## config.mk

```make
export PLATFORM = sky130hd
export DESIGN_NAME = vend_ctrl
export DESIGN_NICKNAME = d
export VERILOG_FILES = /design/src/rtl/vend_pkg.sv /design/src/rtl/vend_pick.sv /design/src/rtl/vend_credit.sv /design/src/rtl/vend_fsm.sv /design/src/rtl/vend_ctrl.sv
export SDC_FILE = /design/constraint.sdc
export NUM_CORES = 1
export LEC_CHECK = 0
export BUFFER_PORTS_ARGS = -buffer_cell sky130_fd_sc_hd__clkbuf_2
export CELL_PAD_IN_SITES_DETAIL_PLACEMENT = 0
export CELL_PAD_IN_SITES_GLOBAL_PLACEMENT = 1
export CORE_UTILIZATION = 32
export DETAILED_ROUTE_END_ITERATION = 10
export GPL_ROUTABILITY_DRIVEN = 0
export PLACE_DENSITY = 0.71
export SLEW_MARGIN = 20
export SYNTH_ARGS = -nofsm -noshare
export SYNTH_HDL_FRONTEND = slang
export SYNTH_SLANG_ARGS = --single-unit
```

## constraint.sdc

```tcl
create_clock -name clk -period 1.7 [get_ports clk]
set_input_delay 0.34 -clock clk [delete_from_list [all_inputs] [get_ports clk]]
set_output_delay 0.34 -clock clk [all_outputs]
set_load 0.005 [all_outputs]
```

## src/rtl/vend_pkg.sv

```systemverilog
package vend_pkg;
  typedef enum logic [2:0] {
    VS_IDLE   = 3'd0,
    VS_CREDIT = 3'd1,
    VS_PAID   = 3'd2,
    VS_TAKE   = 3'd3,
    VS_JAM    = 3'd4
  } vend_state_e;
endpackage

```

## src/rtl/vend_pick.sv

```systemverilog
// Fixed-priority one-hot picker: lowest-numbered request wins.
module vend_pick #(
  parameter int N = 3
) (
  input  logic [N-1:0] req_i,
  output logic [N-1:0] gnt_o,
  output logic         any_o
);
  logic [N:0] seen;
  assign seen[0] = 1'b0;
  for (genvar i = 0; i < N; i++) begin : g_pri
    assign gnt_o[i]  = req_i[i] & ~seen[i];
    assign seen[i+1] = seen[i] | req_i[i];
  end
  assign any_o = seen[N];

  always_comb begin
    a_gnt_onehot_r4: assert ($onehot0(gnt_o));
  end
endmodule

```

## src/rtl/vend_credit.sv

```systemverilog
// Quarter counter toward the price.
module vend_credit #(
  parameter int PRICE = 2,
  localparam int CW = $clog2(PRICE + 1)
) (
  input  logic          clk,
  input  logic          rst,
  input  logic          inc_i,
  input  logic          clr_i,
  output logic [CW-1:0] count_o,
  output logic          last_o
);
  localparam logic [CW-1:0] LAST = CW'(PRICE - 1);
  logic [CW-1:0] count_q;

  always_ff @(posedge clk) begin
    if (rst)        count_q <= '0;
    else if (clr_i) count_q <= '0;
    else if (inc_i) count_q <= count_q + 1'b1;
  end

  assign count_o = count_q;
  assign last_o  = (count_q == LAST);

  p_count_bound_r2: assert property (@(posedge clk) disable iff (rst)
    count_q <= CW'(PRICE));
  p_clear_zero_r8: assert property (@(posedge clk) disable iff (rst)
    clr_i |=> count_q == '0);
endmodule

```

## src/rtl/vend_fsm.sv

```systemverilog
// Purchase sequencer with overriding jam lockout.
module vend_fsm
  import vend_pkg::*;
#(
  parameter int N_PROD = 3
) (
  input  logic              clk,
  input  logic              rst,
  input  logic              coin_i,
  input  logic [N_PROD-1:0] gnt_i,
  input  logic              any_sel_i,
  input  logic              take_i,
  input  logic              jam_i,
  input  logic              clear_i,
  input  logic              last_i,
  output logic              inc_o,
  output logic              clr_o,
  output logic [N_PROD-1:0] vend_o,
  output logic              paid_o,
  output logic              wait_take_o,
  output logic              locked_o
);
  vend_state_e       st_q, st_n;
  logic [N_PROD-1:0] vend_n;

  always_comb begin
    st_n   = st_q;
    vend_n = '0;
    inc_o  = 1'b0;
    clr_o  = 1'b0;
    if (jam_i) begin
      st_n  = VS_JAM;
      clr_o = 1'b1;
    end else begin
      case (st_q)
        VS_IDLE, VS_CREDIT: begin
          if (coin_i) begin
            inc_o = 1'b1;
            st_n  = last_i ? VS_PAID : VS_CREDIT;
          end
        end
        VS_PAID: begin
          if (any_sel_i) begin
            vend_n = gnt_i;
            clr_o  = 1'b1;
            st_n   = VS_TAKE;
          end
        end
        VS_TAKE: if (take_i)  st_n = VS_IDLE;
        VS_JAM:  if (clear_i) st_n = VS_IDLE;
        default: st_n = VS_IDLE;
      endcase
    end
  end

  always_ff @(posedge clk) begin
    if (rst) begin
      st_q        <= VS_IDLE;
      vend_o      <= '0;
      paid_o      <= 1'b0;
      wait_take_o <= 1'b0;
      locked_o    <= 1'b0;
    end else begin
      st_q        <= st_n;
      vend_o      <= vend_n;
      paid_o      <= (st_n == VS_PAID);
      wait_take_o <= (st_n == VS_TAKE);
      locked_o    <= (st_n == VS_JAM);
    end
  end

  p_vend_onehot_r4: assert property (@(posedge clk) disable iff (rst)
    $onehot0(vend_o));
  p_vend_needs_paid_r3: assert property (@(posedge clk) disable iff (rst)
    (|vend_o) |-> ($past(st_q) == VS_PAID) && wait_take_o);
  p_vend_single_r3: assert property (@(posedge clk) disable iff (rst)
    (|vend_o) |=> (vend_o == '0));
  p_early_sel_r5: assert property (@(posedge clk) disable iff (rst)
    ((st_q == VS_IDLE || st_q == VS_CREDIT) && !jam_i && !coin_i) |=> $stable(st_q));
  p_paid_coin_r6: assert property (@(posedge clk) disable iff (rst)
    (st_q == VS_PAID && !jam_i && !any_sel_i) |=> st_q == VS_PAID);
  p_take_exit_r7: assert property (@(posedge clk) disable iff (rst)
    (wait_take_o && take_i && !jam_i) |=> (st_q == VS_IDLE) && !wait_take_o);
  p_jam_locks_r8: assert property (@(posedge clk) disable iff (rst)
    jam_i |=> locked_o && (vend_o == '0));
  p_clear_exit_r9: assert property (@(posedge clk) disable iff (rst)
    (locked_o && clear_i && !jam_i) |=> !locked_o && (st_q == VS_IDLE));
endmodule

```

## src/rtl/vend_ctrl.sv

```systemverilog
module vend_ctrl #(
  parameter int N_PROD = 3,
  parameter int PRICE  = 2,
  localparam int CW = $clog2(PRICE + 1)
) (
  input  logic              clk,
  input  logic              rst,
  input  logic              coin_i,
  input  logic [N_PROD-1:0] sel_i,
  input  logic              take_i,
  input  logic              jam_i,
  input  logic              clear_i,
  output logic [N_PROD-1:0] vend_o,
  output logic              paid_o,
  output logic              wait_take_o,
  output logic              locked_o,
  output logic [CW-1:0]     credit_o
);
  logic [N_PROD-1:0] gnt;
  logic              any_sel, inc, clr, last;

  vend_pick #(.N(N_PROD)) u_pick (
    .req_i(sel_i), .gnt_o(gnt), .any_o(any_sel)
  );

  vend_credit #(.PRICE(PRICE)) u_credit (
    .clk(clk), .rst(rst), .inc_i(inc), .clr_i(clr),
    .count_o(credit_o), .last_o(last)
  );

  vend_fsm #(.N_PROD(N_PROD)) u_fsm (
    .clk(clk), .rst(rst), .coin_i(coin_i), .gnt_i(gnt), .any_sel_i(any_sel),
    .take_i(take_i), .jam_i(jam_i), .clear_i(clear_i), .last_i(last),
    .inc_o(inc), .clr_o(clr), .vend_o(vend_o), .paid_o(paid_o),
    .wait_take_o(wait_take_o), .locked_o(locked_o)
  );
endmodule

```

; Yosys cells after proc, flatten, opt, wreduce, memory -nomap -nowiden
; Cells that the tools add are included.
; W data, S select, Z words.
[totals]
output_inout_bits = 8
input_bits = 9
reg_bits = 11
[classes]
n_mux = 13
bitwise = 8
addsub = 1
n_eq_ne = 8
reduce_logical = 4
[op_table]
columns = op, count
row1 = $mux W3, 5
row2 = $eq A3 B2 Y1 const B, 4
row3 = $pmux W3 S4, 1
row4 = $eq A3 B3 Y1 const B, 2
row5 = $mux W1, 6
row6 = $not A1 Y1, 4
row7 = $reduce_or A2 Y1, 2
row8 = $reduce_or A4 Y1, 1
row9 = $eq A3 B1 Y1 const B, 1
row10 = $logic_not A3 Y1, 1
row11 = $add A2 B1 Y2 const B, 1
row12 = $and A1 B1 Y1, 2
row13 = $eq A2 B1 Y1 const B, 1
row14 = $mux W2, 1
row15 = $or A1 B1 Y1, 2

; Longest topological paths before layout
[logic_depth]
word_depth = 6
depth_mapped = 5
ltp_nobuf = 5

; Cells and area by module
; A second synthesis with hierarchy kept.
[hier_totals]
hier_cells = 43
hier_area_um2 = 444.2
[by_module_without_submodules]
columns = mod, instances, cells_each, area_per_inst_um2
row1 = vend_fsm, 1, 31, 322.8
row2 = vend_credit, 1, 8, 93.8
row3 = vend_pick, 1, 4, 27.5

; Worst setup path after synthesis
; OpenSTA, ideal clock, no wires.
[synth_path]
kind = input to register
from = input jam_i
to = register u_fsm.paid_o
arrival_ns = 1.296
path_slack_ns = 0.344
n_path_buf = 0
cell_stages = 3
path_cell_list = or2_1 or4_4 and3b_1
[synth_between]
elab_chain_len = 2
[synth_lines]
columns = element, line
row1 = "start, declared", vend_ctrl.sv:11  ; input logic jam_i,
row2 = $mux W3, vend_fsm.sv:31  ; if (jam_i) begin
row3 = $eq A3 B2 Y1, vend_fsm.sv:66  ; paid_o <= (st_n == VS_PAID);
row4 = "end signal, assigned", vend_fsm.sv:66
row5 = "end, declared", vend_fsm.sv:19  ; output logic paid_o,
; Every way passes these cells.
; A chain may end at the register's enable or synchronous reset.

; Worst setup path after layout
[layout_path]
from = register u_fsm.st_q[1]
to = register u_fsm.paid_o
[layout_between]
elab_chain_len = 5
elab_cells_between_ends = 13
cone_classes = eq/ne: 5 / mux: 6 / reduce/logical: 2
[layout_lines]
columns = element, line
row1 = "start, declared", vend_fsm.sv:23  ; vend_state_e st_q, st_n;
row2 = "start signal, assigned", vend_fsm.sv:64  ; st_q <= st_n;
row3 = $eq A3 B1 Y1 / $logic_not A3 Y1 (equally long branches), vend_fsm.sv:35  ; case (st_q)
row4 = $reduce_or A2 Y1, vend_fsm.sv:35
row5 = $pmux W3 S4 (*), vend_fsm.sv:35
row6 = $mux W3 (*), vend_fsm.sv:31
row7 = $eq A3 B2 Y1 (*), vend_fsm.sv:66
; Mark *: on every way between the ends. The rest lies on a longest branch, timed or not.

==> impl_metrics.json <==
{
  "synth_edf_count": 0,
  "post_synth_main_area_contributors": "dfxtp_1 (51%), nor2_1 (5.2%), a21oi_1 (3.4%)",
  "cts_setup_buffers": 0,
  "drcViolationCount": 0,
  "synth.cells.most_frequent": "dfxtp_1 (11), nor2_1 (6), a21oi_1 (3)",
  "max_freq_mhz": 747,
  "synthDominantAreaCellType": "dfxtp_1",
  "post_cts_hold_buffer_count": 0,
  "min-delay-start": "rst",
  "syn2layout_area_growth_pct": 28.4,
  "cts-buffers-inserted": 3,
  "grt_first_pass_wirelength_um": 1220,
  "insertedDiodeCount": 0,
  "drtPass1Iterations": 2,
  "worst_setup_hold_path_clk_slew_ns": 0.07,
  "placementRows": 12,
  "number_of_h_tree_levels": 1,
  "postRouteWirelength_um": 751,
  "final.period_utilization_pct": 78.7,
  "cp_data_arrival_time_ns": 1.50,
  "fin_skew_ns": 0.00152,
  "critPathKind": "flip-flop to flip-flop",
  "final_antenna_net_count": 0,
  "synth.cell_area_um2": 435,
  "initial_antenna_violation_count": 0,
  "cts-root-buf": "clkbuf_4",
  "initial_utilization_pct": 36.7,
  "crit_required_ns": 1.86,
  "stdcell_count": 79,
  "run_status": "complete, no violations",
  "dp_hpwl_um": 599,
  "ys_seq_elements": 11,
  "mean_area_per_synthesized_cell_um2": 9.68,
  "finalHoldViolations": 0,
  "vias_per_cell": 4.91,
  "core_mm2": 0.00119,
  "grt_max_degree": 9,
  "crit_reg_reg_startpoint": "u_fsm.st_q[1]$_SDFF_PP0_",
  "cts_sinks": 11,
  "post-synth-top-count-cell": "dfxtp_1",
  "cell_pwr_density_mw_per_mm2": 867,
  "sequential_to_total_area_share_from_yosys_stat_pct": 50.6,
  "largest_family_of_logic_cells_by_synthesized_area": "simple AND/OR/NAND/NOR gates",
  "vias": 388,
  "ff2ff_path_depth": 3,
  "synth_cell_types": 23,
  "timing.max_cap.violations": 0,
  "globalRoute.totalOverflow": 0,
  "cts.repair.resized": 0,
  "buffer_ports.inserted": 16,
  "critical_path_peak_fanout": 8,
  "synth_simple_gate_area_share_pct": 33.9,
  "first_global_vias": 298,
  "ys_dominant_reg_cell": "dfxtp_1",
  "regToRegSetupSlack_ns": 0.36,
  "fp.dieW_um": 38.9,
  "final_instance_area_um2": 559,
  "slew_viol_final": 0,
  "drive_above_1_share_pct": 30.8,
  "synth.net_count": 55,
  "dpl-instance-area_um2": 533,
  "die_area_mm2": 0.00151,
  "die_height_um": 38.9,
  "maxSlewHeadroom_pct": 71.4,
  "leakage_nw": 0.266,
  "fin_total_pwr_uw": 485,
  "share_of_the_synthesized_netlist_area_taken_by_xor_and_xnor_gates_pct": 2.01,
  "wl_per_cell_um": 9.51,
  "drt_first_iter_violations": 1,
  "setup_viol": 0,
  "critical_path.endpoint_type": "flip-flop",
  "synth.yosys.warnings": 0,
  "synthesis.instances": 45,
  "post-route-min-period_ns": 1.34,
  "min_path_cells": 2,
  "hold_path.class": "primary input to flip-flop",
  "grt.total_usage_pct": 13.4,
  "rsz0062_at_grt": "false",
  "postSynth.asyncResetShare_pct": 0,
  "vdd.ir_drop.worst_mv": 0.358,
  "fin_setup_tns_ns": 0,
  "insertion_delay_ns": 0.26,
  "synth.area.mux_share_pct": 0,
  "num_io_pins": 17,
  "synth_compound_area_share_pct": 8.91,
  "tritoncts_clock_tree": "built",
  "design.final.nets": 76,
  "cts.path.max_buffers": 2,
  "timing_worst_slew_pin_value_ns": 0.428,
  "synth_adder_area_share_pct": 2.87,
  "total_of_fill_cells_in_the_finished_design": 124,
  "numPlacedInstances": 75,
  "synth_top_cell_area_share_pct": 50.6,
  "start_kind": "flip-flop",
  "hold_end": "u_fsm.locked_o$_SDFF_PP0_",
  "worstReg2RegEnd": "u_fsm.paid_o$_SDFF_PP0_",
  "postLayoutCoreUtil_pct": 47.2
}
## layout make-up
class | instances | area, µm² | share of cell area [%]
multi-input cells | 32 | 208 | 37.1
clock buffers | 4 | 26.3 | 4.70
flip-flops and latches | 11 | 220 | 39.4
repair buffers | 16 | 80.1 | 14.3
well taps | 14 | 17.5 | 3.13
inverters | 2 | 7.51 | 1.34
## cells in the final DEF (no fill, tap or decap), drive strengths merged, types with 2 or more instances in the layout
master,netlist,layout
clkbuf,0,20
a21oi,3,3
nand2,2,2
nor2,6,6
or3,2,2
nor3b,2,2
dfxtp,11,11
and3,2,2
inv,2,2
## state kept, by name, indices dropped and copies added (netlist names)
register	cells
u_fsm.st_q	3
u_fsm.vend_o	3
u_credit.count_o	2
u_fsm.locked_o	1
u_fsm.paid_o	1
u_fsm.wait_take_o	1
## report_power, final
part	switching, mW	internal (mW)	total, mW
clock	0.0818	0.0908	0.173
combinational	0.0198	0.0216	0.0413
sequential	0.00646	0.265	0.271
## cell families (layout without fill, tap and decap cells)
| group | Yosys count | in the layout |
|---|---|---|
| AND/OR/NAND/NOR | 24 | 24 |
| flip-flops | 11 | 11 |
| AO/OA/AOI/OAI | 6 | 6 |
| buffers and inverters | 2 | 22 |
| adder cells (fa/ha/maj) | 1 | 1 |
| XOR/XNOR | 1 | 1 |
## critical path: stages (launching register included)
cell and delay [ns]:
dfxtp_1 0.45, nor3b_1 0.42, a32oi_1 0.16, and3b_1 0.21
## layer usage
metal,track usage [%],routed length (µm)
met1,16.1,362
met2,15.0,333
met3,8.67,45
met4,12.9,10
met5,0,0
## metrics by stage
step                worst slack, ns  hold WS, ns
CTS                           0.351        0.254
global route                  0.195        0.251
floorplan                     0.344        0.412
global placement              0.209        0.524
finish                        0.362        0.266
detailed placement            0.196        0.519
## how the worst max path moves through the flow
stage,startpoint,to,cells after the start
finish,u_fsm.st_q[1]$_SDFF_PP0_,u_fsm.paid_o$_SDFF_PP0_,3
CTS,u_fsm.st_q[1]$_SDFF_PP0_,u_fsm.paid_o$_SDFF_PP0_,3
global placement,jam_i,u_fsm.paid_o$_SDFF_PP0_,4
floorplan,jam_i,u_fsm.paid_o$_SDFF_PP0_,3
global route,u_fsm.st_q[1]$_SDFF_PP0_,u_fsm.paid_o$_SDFF_PP0_,3
detailed placement,jam_i,u_fsm.paid_o$_SDFF_PP0_,4
No activity file was read; power rests on OpenSTA's default activity.
